===== config.mk =====
export PLATFORM = sky130hd
export DESIGN_NAME = pwm_quad
export DESIGN_NICKNAME = d
export VERILOG_FILES = /design/src/rtl/pwm_quad_pkg.sv /design/src/rtl/pwm_quad_regs.sv /design/src/rtl/pwm_quad_div.sv /design/src/rtl/pwm_quad_chan.sv /design/src/rtl/pwm_quad.sv
export SDC_FILE = /design/constraint.sdc
export NUM_CORES = 1
export LEC_CHECK = 0
export CAP_MARGIN = 0
export CORE_MARGIN = 5
export CORE_UTILIZATION = 30
export CTS_BUF_LIST = sky130_fd_sc_hd__clkbuf_2 sky130_fd_sc_hd__clkbuf_4 sky130_fd_sc_hd__clkbuf_8
export DETAILED_ROUTE_END_ITERATION = 16
export RECOVER_POWER = 50
export SETUP_SLACK_MARGIN = 0.05
export SLEW_MARGIN = 0
export SYNTH_ARGS = -nofsm -noshare
export SYNTH_HDL_FRONTEND = slang
export SYNTH_SLANG_ARGS = --single-unit

===== constraint.sdc =====
create_clock -name clk -period 4.9 [get_ports clk]
set_input_delay 0.98 -clock clk [delete_from_list [all_inputs] [get_ports clk]]
set_output_delay 0.98 -clock clk [all_outputs]
set_load 0.01 [all_outputs]

===== src/rtl/pwm_quad_pkg.sv =====
package pwm_quad_pkg;
  localparam int NCH     = 4;
  localparam int DIV_W   = 16;
  localparam int STEP_W  = 8;
  localparam int ADDR_W  = 8;
  localparam int DATA_W  = 32;
  localparam int BYP_LSB = 8;   // bypass field position in the mode register
  localparam int SEL_LSB = 8;   // divider select position in the duty register

  // address regions, decoded from bus_addr[5:4]
  typedef enum logic [1:0] {
    RGN_MODE = 2'd0,
    RGN_DIV  = 2'd1,
    RGN_DUTY = 2'd2,
    RGN_NONE = 2'd3
  } region_e;
endpackage


===== src/rtl/pwm_quad_regs.sv =====
module pwm_quad_regs
  import pwm_quad_pkg::*;
#(
  parameter int N      = NCH,
  parameter int DW     = DIV_W,
  parameter int SW     = STEP_W,
  parameter int AW     = ADDR_W,
  parameter int XW     = DATA_W
) (
  input  logic                      clk,
  input  logic                      rst,
  input  logic                      we,
  input  logic [AW-1:0]             addr,
  input  logic [XW-1:0]             wdata,
  output logic [XW-1:0]             rdata,
  output logic [N-1:0]              oe,
  output logic [N-1:0]              byp,
  output logic [N-1:0]              cen,
  output logic [N-1:0][DW-1:0]      div_val,
  output logic [N-1:0][SW-1:0]      duty_val,
  output logic [N-1:0][$clog2(N)-1:0] duty_sel,
  output logic [N-1:0]              div_wr,
  output logic [N-1:0]              duty_wr
);
  localparam int SEL_W = $clog2(N);
  localparam int IDX_LSB = 2;

  region_e            region;
  logic [SEL_W-1:0]   idx;
  logic               upper_zero;
  logic               mode_wr, cen_wr;

  assign idx        = addr[IDX_LSB +: SEL_W];
  assign upper_zero = (addr[AW-1:6] == '0) && (addr[1:0] == 2'b00);
  assign region     = upper_zero ? region_e'(addr[5:4]) : RGN_NONE;
  assign mode_wr    = we && region == RGN_MODE && idx == SEL_W'(0);
  assign cen_wr     = we && region == RGN_MODE && idx == SEL_W'(1);

  always_ff @(posedge clk) begin
    if (rst) begin
      oe  <= '0;
      byp <= '0;
      cen <= '0;
    end else begin
      if (mode_wr) begin
        oe  <= wdata[N-1:0];
        byp <= wdata[BYP_LSB +: N];
      end
      if (cen_wr) cen <= wdata[N-1:0];
    end
  end

  for (genvar i = 0; i < N; i++) begin : g_slot
    assign div_wr[i]  = we && region == RGN_DIV  && idx == SEL_W'(i);
    assign duty_wr[i] = we && region == RGN_DUTY && idx == SEL_W'(i);

    always_ff @(posedge clk) begin
      if (rst) begin
        div_val[i]  <= '0;
        duty_val[i] <= '0;
        duty_sel[i] <= '0;
      end else begin
        if (div_wr[i]) div_val[i] <= wdata[DW-1:0];
        if (duty_wr[i]) begin
          duty_val[i] <= wdata[SW-1:0];
          duty_sel[i] <= wdata[SEL_LSB +: SEL_W];
        end
      end
    end
  end

  always_comb begin
    rdata = '0;
    unique case (region)
      RGN_MODE: begin
        if (idx == SEL_W'(0)) begin
          rdata[N-1:0]         = oe;
          rdata[BYP_LSB +: N]  = byp;
        end else if (idx == SEL_W'(1)) begin
          rdata[N-1:0] = cen;
        end
      end
      RGN_DIV:  rdata[DW-1:0] = div_val[idx];
      RGN_DUTY: begin
        rdata[SW-1:0]            = duty_val[idx];
        rdata[SEL_LSB +: SEL_W]  = duty_sel[idx];
      end
      default:  rdata = '0;
    endcase
  end
endmodule


===== src/rtl/pwm_quad_div.sv =====
module pwm_quad_div #(
  parameter int DW = pwm_quad_pkg::DIV_W
) (
  input  logic          clk,
  input  logic          rst,
  input  logic          run_en,
  input  logic          restart,
  input  logic [DW-1:0] period,
  output logic          tick
);
  logic [DW-1:0] cnt;
  logic          running;

  // last cycle of a divider interval
  function automatic logic at_wrap(input logic [DW-1:0] c, input logic [DW-1:0] d);
    return c == d - DW'(1);
  endfunction

  assign running = run_en && (period != '0);
  assign tick    = running && at_wrap(cnt, period);

  always_ff @(posedge clk) begin
    if (rst || restart || !running) cnt <= '0;
    else if (tick)                  cnt <= '0;
    else                            cnt <= cnt + DW'(1);
  end
endmodule


===== src/rtl/pwm_quad_chan.sv =====
module pwm_quad_chan #(
  parameter int SW = pwm_quad_pkg::STEP_W
) (
  input  logic          clk,
  input  logic          rst,
  input  logic          out_en,
  input  logic          bypass,
  input  logic          restart,
  input  logic          tick,
  input  logic [SW-1:0] duty,
  output logic [SW-1:0] step,
  output logic          pwm
);
  // normal polarity: high for the first duty steps of each period
  function automatic logic level(input logic en, input logic force_hi,
                                 input logic [SW-1:0] s, input logic [SW-1:0] d);
    return en && (force_hi || (s < d));
  endfunction

  always_ff @(posedge clk) begin
    if (rst || restart || !out_en) step <= '0;
    else if (tick)                 step <= step + SW'(1);
  end

  assign pwm = level(out_en, bypass, step, duty);
endmodule


===== src/rtl/pwm_quad.sv =====
module pwm_quad
  import pwm_quad_pkg::*;
#(
  parameter int N  = NCH,
  parameter int DW = DIV_W,
  parameter int SW = STEP_W,
  parameter int AW = ADDR_W,
  parameter int XW = DATA_W
) (
  input  logic          clk,
  input  logic          rst,
  input  logic          bus_we,
  input  logic [AW-1:0] bus_addr,
  input  logic [XW-1:0] bus_wdata,
  output logic [XW-1:0] bus_rdata,
  output logic [N-1:0]  pwm_out
);
  localparam int SEL_W = $clog2(N);

  logic [N-1:0]             oe, byp, cen;
  logic [N-1:0][DW-1:0]     div_val;
  logic [N-1:0][SW-1:0]     duty_val;
  logic [N-1:0][SEL_W-1:0]  duty_sel;
  logic [N-1:0]             div_wr, duty_wr;
  logic [N-1:0]             div_tick;     // divider tick events
  logic [N-1:0]             sel_tick;     // tick seen by each channel
  logic [N-1:0]             ch_restart;   // step counter restart events
  logic [N-1:0][SW-1:0]     step;

  pwm_quad_regs #(.N(N), .DW(DW), .SW(SW), .AW(AW), .XW(XW)) u_regs (
    .clk(clk), .rst(rst), .we(bus_we), .addr(bus_addr), .wdata(bus_wdata),
    .rdata(bus_rdata), .oe(oe), .byp(byp), .cen(cen), .div_val(div_val),
    .duty_val(duty_val), .duty_sel(duty_sel), .div_wr(div_wr), .duty_wr(duty_wr)
  );

  for (genvar i = 0; i < N; i++) begin : g_div
    pwm_quad_div #(.DW(DW)) u_div (
      .clk(clk), .rst(rst), .run_en(cen[i]), .restart(div_wr[i]),
      .period(div_val[i]), .tick(div_tick[i])
    );
  end

  for (genvar c = 0; c < N; c++) begin : g_chan
    assign sel_tick[c]   = div_tick[duty_sel[c]];
    assign ch_restart[c] = duty_wr[c] || div_wr[duty_sel[c]];

    pwm_quad_chan #(.SW(SW)) u_chan (
      .clk(clk), .rst(rst), .out_en(oe[c]), .bypass(byp[c]),
      .restart(ch_restart[c]), .tick(sel_tick[c]), .duty(duty_val[c]),
      .step(step[c]), .pwm(pwm_out[c])
    );
  end
endmodule


After elaboration in Yosys (flattened, before gate mapping)
Cells that the tools add are included.
{"block": "totals", "register_bits": 212, "inputBits": 43, "out_inout_bits": 36, "elab_cells": 154}
{"block": "classes", "n_addsub": 12, "order_cmp": 9, "eq_ne": 9, "muxes": 31, "reduce_logical": 70}
{"cell": "$add 16x1->16 const B", "n": 4}
{"cell": "$eq 16x16->1", "n": 4}
{"cell": "$reduce_bool 16->1", "n": 4}
{"cell": "$sub 16x1->16 const B", "n": 4}
{"cell": "$add 8x1->8 const B", "n": 4}
{"cell": "$bmux 16 s2", "n": 1}
{"cell": "$lt 8x8->1", "n": 4}
{"cell": "$logic_and 1x1->1", "n": 26}
{"cell": "$logic_or 1x1->1", "n": 24}
{"cell": "$bmux 1 s2", "n": 8}
{"cell": "$bmux 8 s2", "n": 1}
{"cell": "$mux 16", "n": 1}
{"cell": "$mux 4", "n": 4}
{"cell": "$lt 2x3->1 const B", "n": 5}
{"cell": "$pmux 4 s3", "n": 1}
{"cell": "$logic_not 1->1", "n": 8}
{"cell": "$logic_not 2->1", "n": 4}
{"cell": "$mux 1", "n": 8}
{"cell": "$mux 8", "n": 1}
{"cell": "$pmux 4 s2", "n": 1}
{"cell": "$reduce_or 2->1", "n": 4}
{"cell": "$eq 2x2->1 const B", "n": 3}
{"cell": "$pmux 2 s3", "n": 1}
{"cell": "$bmux 2 s2", "n": 1}
{"cell": "3 further kinds", "n": 5}

Longest topological paths before layout
Gate-level depths: netlist of run 1.
{"block": "depth", "ltp_word": 11, "ltp_mapped": 14, "depth_no_buf": 11}

Modules after synthesis
From an unflattened synthesis of run 1, not the netlist that was laid out.
{"block": "unflattened", "cells_unflattened": 1539, "hier_area_um2": 12813.5}
{"mod": "pwm_quad_regs", "instances": 1, "cells_each": 631, "area_each_um2": 5356.4, "seq_area_each_um2": 2322.2}
{"mod": "pwm_quad_div", "instances": 4, "cells_each": 162, "area_each_um2": 1271.2, "seq_area_each_um2": 320.3}
{"mod": "pwm_quad_chan", "instances": 4, "cells_each": 62, "area_each_um2": 534.3, "seq_area_each_um2": 160.2}
{"mod": "pwm_quad", "instances": 1, "cells_each": 12, "area_each_um2": 235.2, "seq_area_each_um2": 0.0}

Least setup slack after synthesis of run 1
No wires, ideal clock.
{"block": "synth_timing", "kind": "flip-flop to flip-flop", "from": "register u_regs.div_val[32] in the netlist's numbering", "to": "register g_chan[1].u_chan.step[4]", "setup_ps": 75, "arrival_ps": 3637, "t_required_ps": 4825, "setup_slack_ps": 1188, "path_stages_with_launch": 14, "path_buffers": 2, "period_less_slack_ps": 3712, "path_cell_list": "dfxtp_1 -> inv_1 -> ha_1 -> buf_2 -> or4b_1 -> clkbuf_1 -> nor4_1 -> xnor2_1 -> nand4_1 -> or2_0 -> or4_4 -> mux4_2 -> or4_1 -> a21oi_1"}
{"block": "synth_between", "elab_chain_cells": 5, "elab_cells_between_ends": 7, "cone_classes": "add/sub: 1; eq/ne: 1; mux: 2; reduce/logical: 3"}
{"element": "start, declared", "line_no": "pwm_quad_regs.sv:19", "text": "output logic [N-1:0][DW-1:0] div_val,"}
{"element": "start signal, assigned by index", "line_no": "pwm_quad_regs.sv:63", "text": "if (div_wr[i]) div_val[i] <= wdata[DW-1:0];"}
{"element": "$sub 16x1->16 or $reduce_bool 16->1 (tied branches)", "line_no": "pwm_quad_div.sv:16, pwm_quad_div.sv:19"}
{"element": "$eq 16x16->1 or $logic_and 1x1->1 (tied branches)", "line_no": "pwm_quad_div.sv:16, pwm_quad_div.sv:19"}
{"element": "$logic_and 1x1->1 (*)", "line_no": "pwm_quad_div.sv:20", "text": "assign tick = running && at_wrap(cnt, period);"}
{"element": "$bmux 1 s2 (*)", "line_no": "pwm_quad.sv:44", "text": "assign sel_tick[c] = div_tick[duty_sel[c]];"}
{"element": "$mux 1 (not written as such) (*)", "line_no": "pwm_quad.sv:44"}
{"element": "end signal, assigned", "line_no": "pwm_quad_chan.sv:22", "text": "else if (tick) step <= step + SW'(1);"}
{"element": "end, declared", "line_no": "pwm_quad_chan.sv:11", "text": "output logic [SW-1:0] step,"}
Every way passes the cells marked *; elsewhere a longest branch is shown, timed or not. The select of a mux whose other input is x is not followed.
A chain may end at the register's enable or synchronous reset.

Worst setup path after layout of run 1
{"block": "layout_timing", "from": "input bus_addr[7]", "to": "output bus_rdata[12]"}
{"block": "layout_between", "elab_chain_cells": 5}
{"element": "start, declared", "line_no": "pwm_quad.sv:13", "text": "input logic [AW-1:0] bus_addr,"}
{"element": "$logic_not 2->1", "line_no": "pwm_quad_regs.sv:34", "text": "assign upper_zero = (addr[AW-1:6] == '0) && (addr[1:0] == 2'b00);"}
{"element": "$logic_and 1x1->1", "line_no": "pwm_quad_regs.sv:34"}
{"element": "$mux 2", "line_no": "pwm_quad_regs.sv:35", "text": "assign region = upper_zero ? region_e'(addr[5:4]) : RGN_NONE;"}
{"element": "$eq 2x1->1", "line_no": "pwm_quad_regs.sv:74", "text": "unique case (region)"}
{"element": "$mux 4", "line_no": "pwm_quad_regs.sv:74"}
{"element": "end, declared", "line_no": "pwm_quad.sv:15", "text": "output logic [XW-1:0] bus_rdata,"}
No other way between the ends.

==> impl_metrics.csv, run 1 <==
group,metric,value,unit
outcome,run_status,"completed",
routing,route.detailed.drc,0,
logic_synthesis,yosysUniqueCellTypes,70,
power_and_ir_drop,p_total,0.00375,W
floorplanning,number_of_cell_rows,75,
power_and_ir_drop,seq_power_share,46.1,%
clock_network,numClockSinks,212,
logic_synthesis,synth.top_cells.by_area,"dfxtp_1 (33%), nand2_1 (8.6%), a21oi_1 (5.9%), mux4_2 (5.3%), xnor2_1 (5.2%)",
timing,grt_setup_unrepaired,"false",
critical_path,critPathLaunchType,"input port",
logic_synthesis,netlist_instances,1578,
power_and_ir_drop,power_density,260,mW/mm^2
floorplanning,design.die.area,0.0466,sq mm
placed_design,buffer_ports.inserted,46,
logic_synthesis,postSynth.topFlopCell,"dfxtp_1",
clock_network,worst_setup_hold_path_clk_slew,0.05,ns
timing,setup_total_negative_slack,0,ns
grt,antenna_violations_before_repair,1,
clock_network,cts.htree.levels,2,
logic_synthesis,adder_cell_share_of_the_synthesized_area,4.33,%
timing,worst_pin_slew,1.14,ns
grt,grt_start_max_net_pins,57,
critical_path,crit_fanout,13,
critical_path,worst_path_required,3.92,ns
routing,drt-total-wl,38300,microns
logic_synthesis,post_synth_and_or_nand_nor_area_fraction,26.2,%
logic_synthesis,synthesis.area,0.0127,sq mm
critical_path,endpoint_kind,"output pin",
floorplanning,ios,79,
power_and_ir_drop,p_clk_share,50.1,%
timing,layout_worst_path_cycle_share,96.5,%
grt,grt_pass1_vias,10800,
timing,achievable-frequency,211,MHz
layout,drive_above_1_share,9.01,%
run,max_cap_viol_count,0,
critical_path,cp_data_arrival_time,3.75,ns
logic_synthesis,synth_edf_count,0,
timing,setup_viol_count_final,0,
floorplanning,dieWidth,216,microns
min_path,class_of_the_tightest_hold_or_removal_check,"reg -> reg",
logic_synthesis,synth_seq_area_share,33.4,%
floorplanning,vertical_extent_of_the_die,216,microns
critical_path,critical_path.cell_chain,"clkdlybuf4s50_1 -> nor4_1 -> nand2b_1 -> inv_1 -> ha_1 -> clkbuf_1 -> and2_1 -> clkdlybuf4s50_1",
logic_synthesis,post_synth_xor_area_fraction,9.86,%
clock_network,cts-root-buf,"clkbuf_8",
timing,slew-limit-headroom,23.4,%
logic_synthesis,synthMostInstantiatedCell,"nand2_1",
layout,multi_input_comb_area,0.00780,sq mm
logic_synthesis,yosys-mux-area-fraction,7.17,%
logic_synthesis,post_synth_most_frequent_cells,"nand2_1 (290), dfxtp_1 (212), a21oi_1 (151), nor2_1 (117), xnor2_1 (76)",
timing,final_max_slew_viol_count,0,
floorplanning,fp.coreArea,0.0419,sq mm
routing,first_iter_violations,1080,
grt,wire_length_of_the_first_global_routing_pass,60100,microns
power_and_ir_drop,p_switching,0.000856,W
power_and_ir_drop,p_leak,4.79,nW
placed_design,globalplace.congestion,0.904,
logic_synthesis,yosys_warnings,0,
logic_synthesis,synth_top_area_cell,"dfxtp_1",
timing,min_period,4.73,ns
logic_synthesis,yosys.area.top_type_share,33.4,%
floorplanning,initial_core_util,30.3,%
placed_design,dpl.hpwl,28300,microns
logic_synthesis,syn_area_per_cell,8.05,sq um
logic_synthesis,synth.ff_latch_count,212,
layout,finalNetCount,1683,
logic_synthesis,synth_async_sr_flop_share,0,%
critical_path,cp_common_cell,"clkdlybuf4s50_1",
routing,num_vias,11400,
clock_network,clock_tree.buffer_depth,3,
layout,diodes,0,
power_and_ir_drop,swShare,22.8,%
critical_path,timing.critical_path.slowest_cell_delay,0.54,ns
placed_design,post_dp_cell_area,0.0135,sq mm
power_and_ir_drop,comb_power_share,3.8,%
routing,avgViaCountPerCell,5.26,
grt,grt.overflow.total,0,
clock_network,clock_latency,0.56,ns
critical_path,setup.worst_path.class,"in -> out",
layout,num-fill-cells,4300,
power_and_ir_drop,max-vdd-ir-drop,0.140,mV
routing,antenna_left,0,
logic_synthesis,synth_compound_gate_area_share,13.3,%
routing,firstDrtPassIters,5,
layout,seqCellArea,0.00424,sq mm
power_and_ir_drop,intPower,0.00289,W
clock_network,post_cts_hold_buffer_count,0,
grt,global_route.usage.total,15.9,%
clock_network,cts_inserted_buffers,39,
layout,area_growth_syn_to_layout,13.3,%
routing,wl_per_cell,17.7,microns
timing,clock-skew-final,0.0217,ns
layout,final_area,0.0144,sq mm
critical_path,worst_path_max_delay_cell,"clkdlybuf4s50_1",
timing,finalHoldViolations,0,
clock_network,cts_tree,"done",
logic_synthesis,combinational_family_with_the_most_area_after_synthesis,"simple AND/OR/NAND/NOR gates",
[worst max-delay path, delay by kind of cell]
kind          cells  cell delay [ns]
simple gates      3             0.82
buf+inv           4             1.48
fa+ha+maj         1             0.46
[flip-flops by register name, indices dropped and copies added, names as in the netlist]
register            cells
g_chan.u_chan.step     32
u_regs.oe               4
g_div.u_div.cnt        64
u_regs.duty_val        32
u_regs.byp              4
u_regs.duty_sel         8
u_regs.div_val         64
u_regs.cen              4
[cell families after synthesis]
| group | after synthesis |
|---|---|
| and+or+nand+nor | 686 |
| AOI/OAI and AO/OA | 280 |
| DFF | 212 |
| buffers and inverters | 161 |
| xor gates and xnor gates | 143 |
| muxes | 51 |
| adders and majority gates | 44 |
| other | 1 |
[layout make-up]
type,count,share of cell area [%]
clock buffer,63,5.50
clock inverter,3,0.452
inverter,54,1.41
multi-input combinational,1220,54.2
sequential,212,29.5
tap,539,4.68
timing repair buffer,69,4.32
[routing by layer]
metal	vias up	track usage (%)	routed length (microns)
met5	-	0	13
met4	2	7.10	1670
met3	84	2.70	2850
met2	407	25.7	17400
met1	5384	20.9	16400
li1	5493	-	-
[power groups by stage]
stage,sequential (W),clock [W],combinational [W]
finish,0.00173,0.00188,0.000142
global route,0.00173,0.00199,0.000149
CTS,0.00173,0.00193,0.000140
detailed placement,0.00177,0,0.000139
global placement,0.00177,0,0.000138
floorplan,0.00176,0,0.0000935
[cells in the final DEF, fill, tap and decap left out, drive strengths merged, types with 24 or more instances in the layout]
cell type and n:
xor2 67, a21o 27, inv 54, clkdlybuf4s50 43, dfxtp 212, xnor2 76
nor2 117, nor3 28, mux4 31, a21oi 151, ha 44, nand3 58
or3 27, and3 24, nand2 290, o21ai 26, clkbuf 66
[what timing repair did]
action,in CTS,in global routing
setup buffers,0,1
endpoints found under the setup margin,0,4
gates resized for setup,0,1
[path summary, 6_finish.rpt]
| path | startpoint | slack (ns) | cells after the start | to |
|---|---|---|---|---|
| worst max-delay path | bus_addr[7] | 0.17 | 8 | bus_rdata[12] |
| worst min-delay path | u_regs.duty_val[13] | 0.47 | 2 | u_regs.duty_val[13] |
| worst max register to register | u_regs.div_val[32] | 0.54 | 11 | g_chan[2].u_chan.step[4] |
| worst min register to register | u_regs.duty_val[13] | 0.47 | 2 | u_regs.duty_val[13] |
[through the flow]
stage | setup WS [ns] | hold WS (ns) | utilization [%] | instances
finish | 0.170 | 0.473 | 34.3 | 2160
global route | 0.0549 | 0.495 | 34.3 | 2160
CTS | 0.0748 | 0.473 | 34.3 | 2159
detailed placement | 0.0886 | 0.465 | 32.3 | 2093
global placement | 0.146 | 0.460 | 32.3 | 2093
floorplan | 1.19 | 0.446 | - | 1593
(Power assumes the default switching activity.)
==> run 2, diff against run 1 <==
TNS_END_PERCENT = 30   (was unset)
==> results of run 2 <==
The final DEF is identical to that of run 1; final timing and power are the same.
==> run 3, diff against run 2 <==
ABC_AREA = 0   (was unset)
GPL_TIMING_DRIVEN = 0   (was unset)
==> run 3 against run 2 <==
Global-route usage is 0.79 points higher. Total power is 1.5% lower. Via count is 3.7% higher. Core utilization is 0.62 points higher. Flip-flop and latch count stayed put. Register-to-register slack worse by 0.12 ns. Critical path type unchanged.
==> impl_metrics.csv, run 3 (same netlist as run 1, synthesis figures left out) <==
group,metric,value,unit
timing,setup_total_negative_slack,0,ns
clock_network,cts_tree,"done",
routing,wl_per_cell,18.1,microns
clock_network,numClockSinks,212,
layout,seqCellArea,0.00424,sq mm
timing,slew-limit-headroom,17.5,%
critical_path,crit_fanout,10,
floorplanning,vertical_extent_of_the_die,216,microns
timing,min_period,4.74,ns
placed_design,globalplace.congestion,0.939,
routing,drt-total-wl,40400,microns
routing,num_vias,11800,
clock_network,worst_setup_hold_path_clk_slew,0.06,ns
critical_path,endpoint_of_the_most_critical_setup_path,"bus_rdata[1]",
power_and_ir_drop,max-vdd-ir-drop,0.198,mV
layout,final_area,0.0147,sq mm
clock_network,cts_inserted_buffers,38,
clock_network,clock_tree.buffer_depth,3,
grt,grt_pass1_vias,11100,
layout,area_growth_syn_to_layout,15.4,%
clock_network,clock_latency,0.55,ns
power_and_ir_drop,comb_power_share,4.3,%
power_and_ir_drop,p_leak,4.92,nW
routing,route.detailed.drc,0,
grt,global_route.usage.total,16.7,%
grt,antenna_violations_before_repair,1,
critical_path,timing.reg2reg.setup_slack,0.42,ns
layout,drive_above_1_share,9.87,%
power_and_ir_drop,p_clk_share,48.9,%
routing,first_iter_violations,1208,
timing,final_max_slew_viol_count,0,
floorplanning,dieWidth,216,microns
critical_path,setup.worst_path.class,"in -> out",
power_and_ir_drop,intPower,0.00283,W
timing,finalHoldViolations,0,
power_and_ir_drop,power_density,252,mW/mm^2
grt,grt_start_max_net_pins,11,
layout,num-fill-cells,4321,
routing,firstDrtPassIters,5,
placed_design,post_dp_cell_area,0.0138,sq mm
timing,worst_pin_slew,1.24,ns
power_and_ir_drop,p_total,0.00369,W
critical_path,worst_path_required,3.92,ns
placed_design,dpl.hpwl,30600,microns
floorplanning,number_of_cell_rows,75,
placed_design,dp_slack,-0.422,ns
critical_path,critical_path.reg2reg.startpoint,"u_regs.div_val[49]",
outcome,run_status,"completed",
critical_path,timing.reg2reg.worst_path_depth,12,
critical_path,startpoint,"bus_addr[2]",
floorplanning,initial_core_util,30.3,%
layout,multi_input_comb_area,0.00783,sq mm
layout,leading_cell_types_in_the_layout_fill_and_taps_excluded,"nand2_1 (290), dfxtp_1 (212), a21oi_1 (151), nor2_1 (117), xnor2_1 (76)",
critical_path,r2r-end,"g_chan[0].u_chan.step[1]",
critical_path,endpoint_kind,"output pin",
timing,clock-skew-final,0.0151,ns
grt,wire_length_of_the_first_global_routing_pass,62600,microns
clock_network,cts-root-buf,"clkbuf_8",
timing,fin_ws,0.163,ns
layout,finalNetCount,1755,
timing,setup_viol_count_final,0,
routing,avgViaCountPerCell,5.28,
power_and_ir_drop,p_switching,0.000864,W
floorplanning,fp.coreArea,0.0419,sq mm
timing,grt_setup_unrepaired,"true",
floorplanning,ios,79,
power_and_ir_drop,seq_power_share,46.8,%
routing,antenna_left,0,
layout,final_common_cell,"nand2_1",
min_path,class_of_the_tightest_hold_or_removal_check,"reg -> reg",
floorplanning,design.die.area,0.0466,sq mm
layout,reg.largest.list,"g_div.u_div.cnt x64, u_regs.div_val x64",
run,max_cap_viol_count,0,
clock_network,post_cts_hold_buffer_count,0,
placed_design,buffer_ports.inserted,34,
timing,hold-worst-slack,0.480,ns
timing,layout_worst_path_cycle_share,96.7,%
grt,grt.overflow.total,0,
critical_path,critPathLaunchType,"input port",
timing,achievable-frequency,211,MHz
clock_network,cts.htree.levels,2,
critical_path,cp_data_arrival_time,3.76,ns
power_and_ir_drop,swShare,23.4,%
## run 3: how the worst min path moves through the flow
stage	startpoint	endpoint	slack, ns	cells after the start
2_1_floorplan	u_regs.duty_val[17]	u_regs.duty_val[17]	0.45	2
3_3_place_gp	u_regs.duty_val[9]	u_regs.duty_val[9]	0.47	2
3_5_place_dp	g_chan[0].u_chan.step[7]	g_chan[0].u_chan.step[7]	0.47	2
4_1_cts	u_regs.duty_val[12]	u_regs.duty_val[12]	0.48	2
5_1_grt	u_regs.duty_val[13]	u_regs.duty_val[13]	0.51	2
6_report	u_regs.duty_val[10]	u_regs.duty_val[10]	0.48	2
## run 3: power groups by stage
stage	combinational [W]	clock, W	sequential [W]
after floorplan	0.0000935	0	0.00176
after global placement	0.000152	0	0.00177
after detailed placement	0.000153	0	0.00177
after CTS	0.000154	0.00185	0.00173
after global routing	0.000168	0.00193	0.00173
final	0.000159	0.00181	0.00173
## run 3: what timing repair did
item	CTS	global route
gates resized for setup	8	11
setup buffers	1	1
endpoints found under the setup margin	15	16
## run 3: worst max-delay path: stages
cell             delay, ns
clkbuf_1              0.43
buf_1                 0.80
mux4_2                0.63
a22oi_1               0.25
a21oi_1               0.16
clkdlybuf4s50_1       0.50
## run 3: final cells by class
cell class                      count  share of cell area [%]
Timing Repair Buffer               36                    2.42
Sequential cell                   212                    29.0
Multi-Input combinational cell   1220                    53.4
Tap cell                          539                    4.60
Inverter                           54                    1.38
Buffer                            106                    3.59
Antenna cell                        1                  0.0171
Clock buffer                       60                    5.29
Clock inverter                      4                   0.307
## run 3: metrics by stage
stage | std cells | utilization (%)
detailed placement | 2166 | 32.8
CTS | 2230 | 34.8
global placement | 2166 | 32.8
global route | 2232 | 34.9
finish | 2232 | 34.9
floorplan | 1593 | -
## run 3: routing by layer
layer / vias up / track usage [%] / part of all wire, %
met5: - / 0 / 0
met4: 0 / 5.53 / 3.1
met3: 79 / 2.42 / 8.2
met2: 489 / 27.8 / 46
met1: 5579 / 22.3 / 42
li1: 5645 / - / -
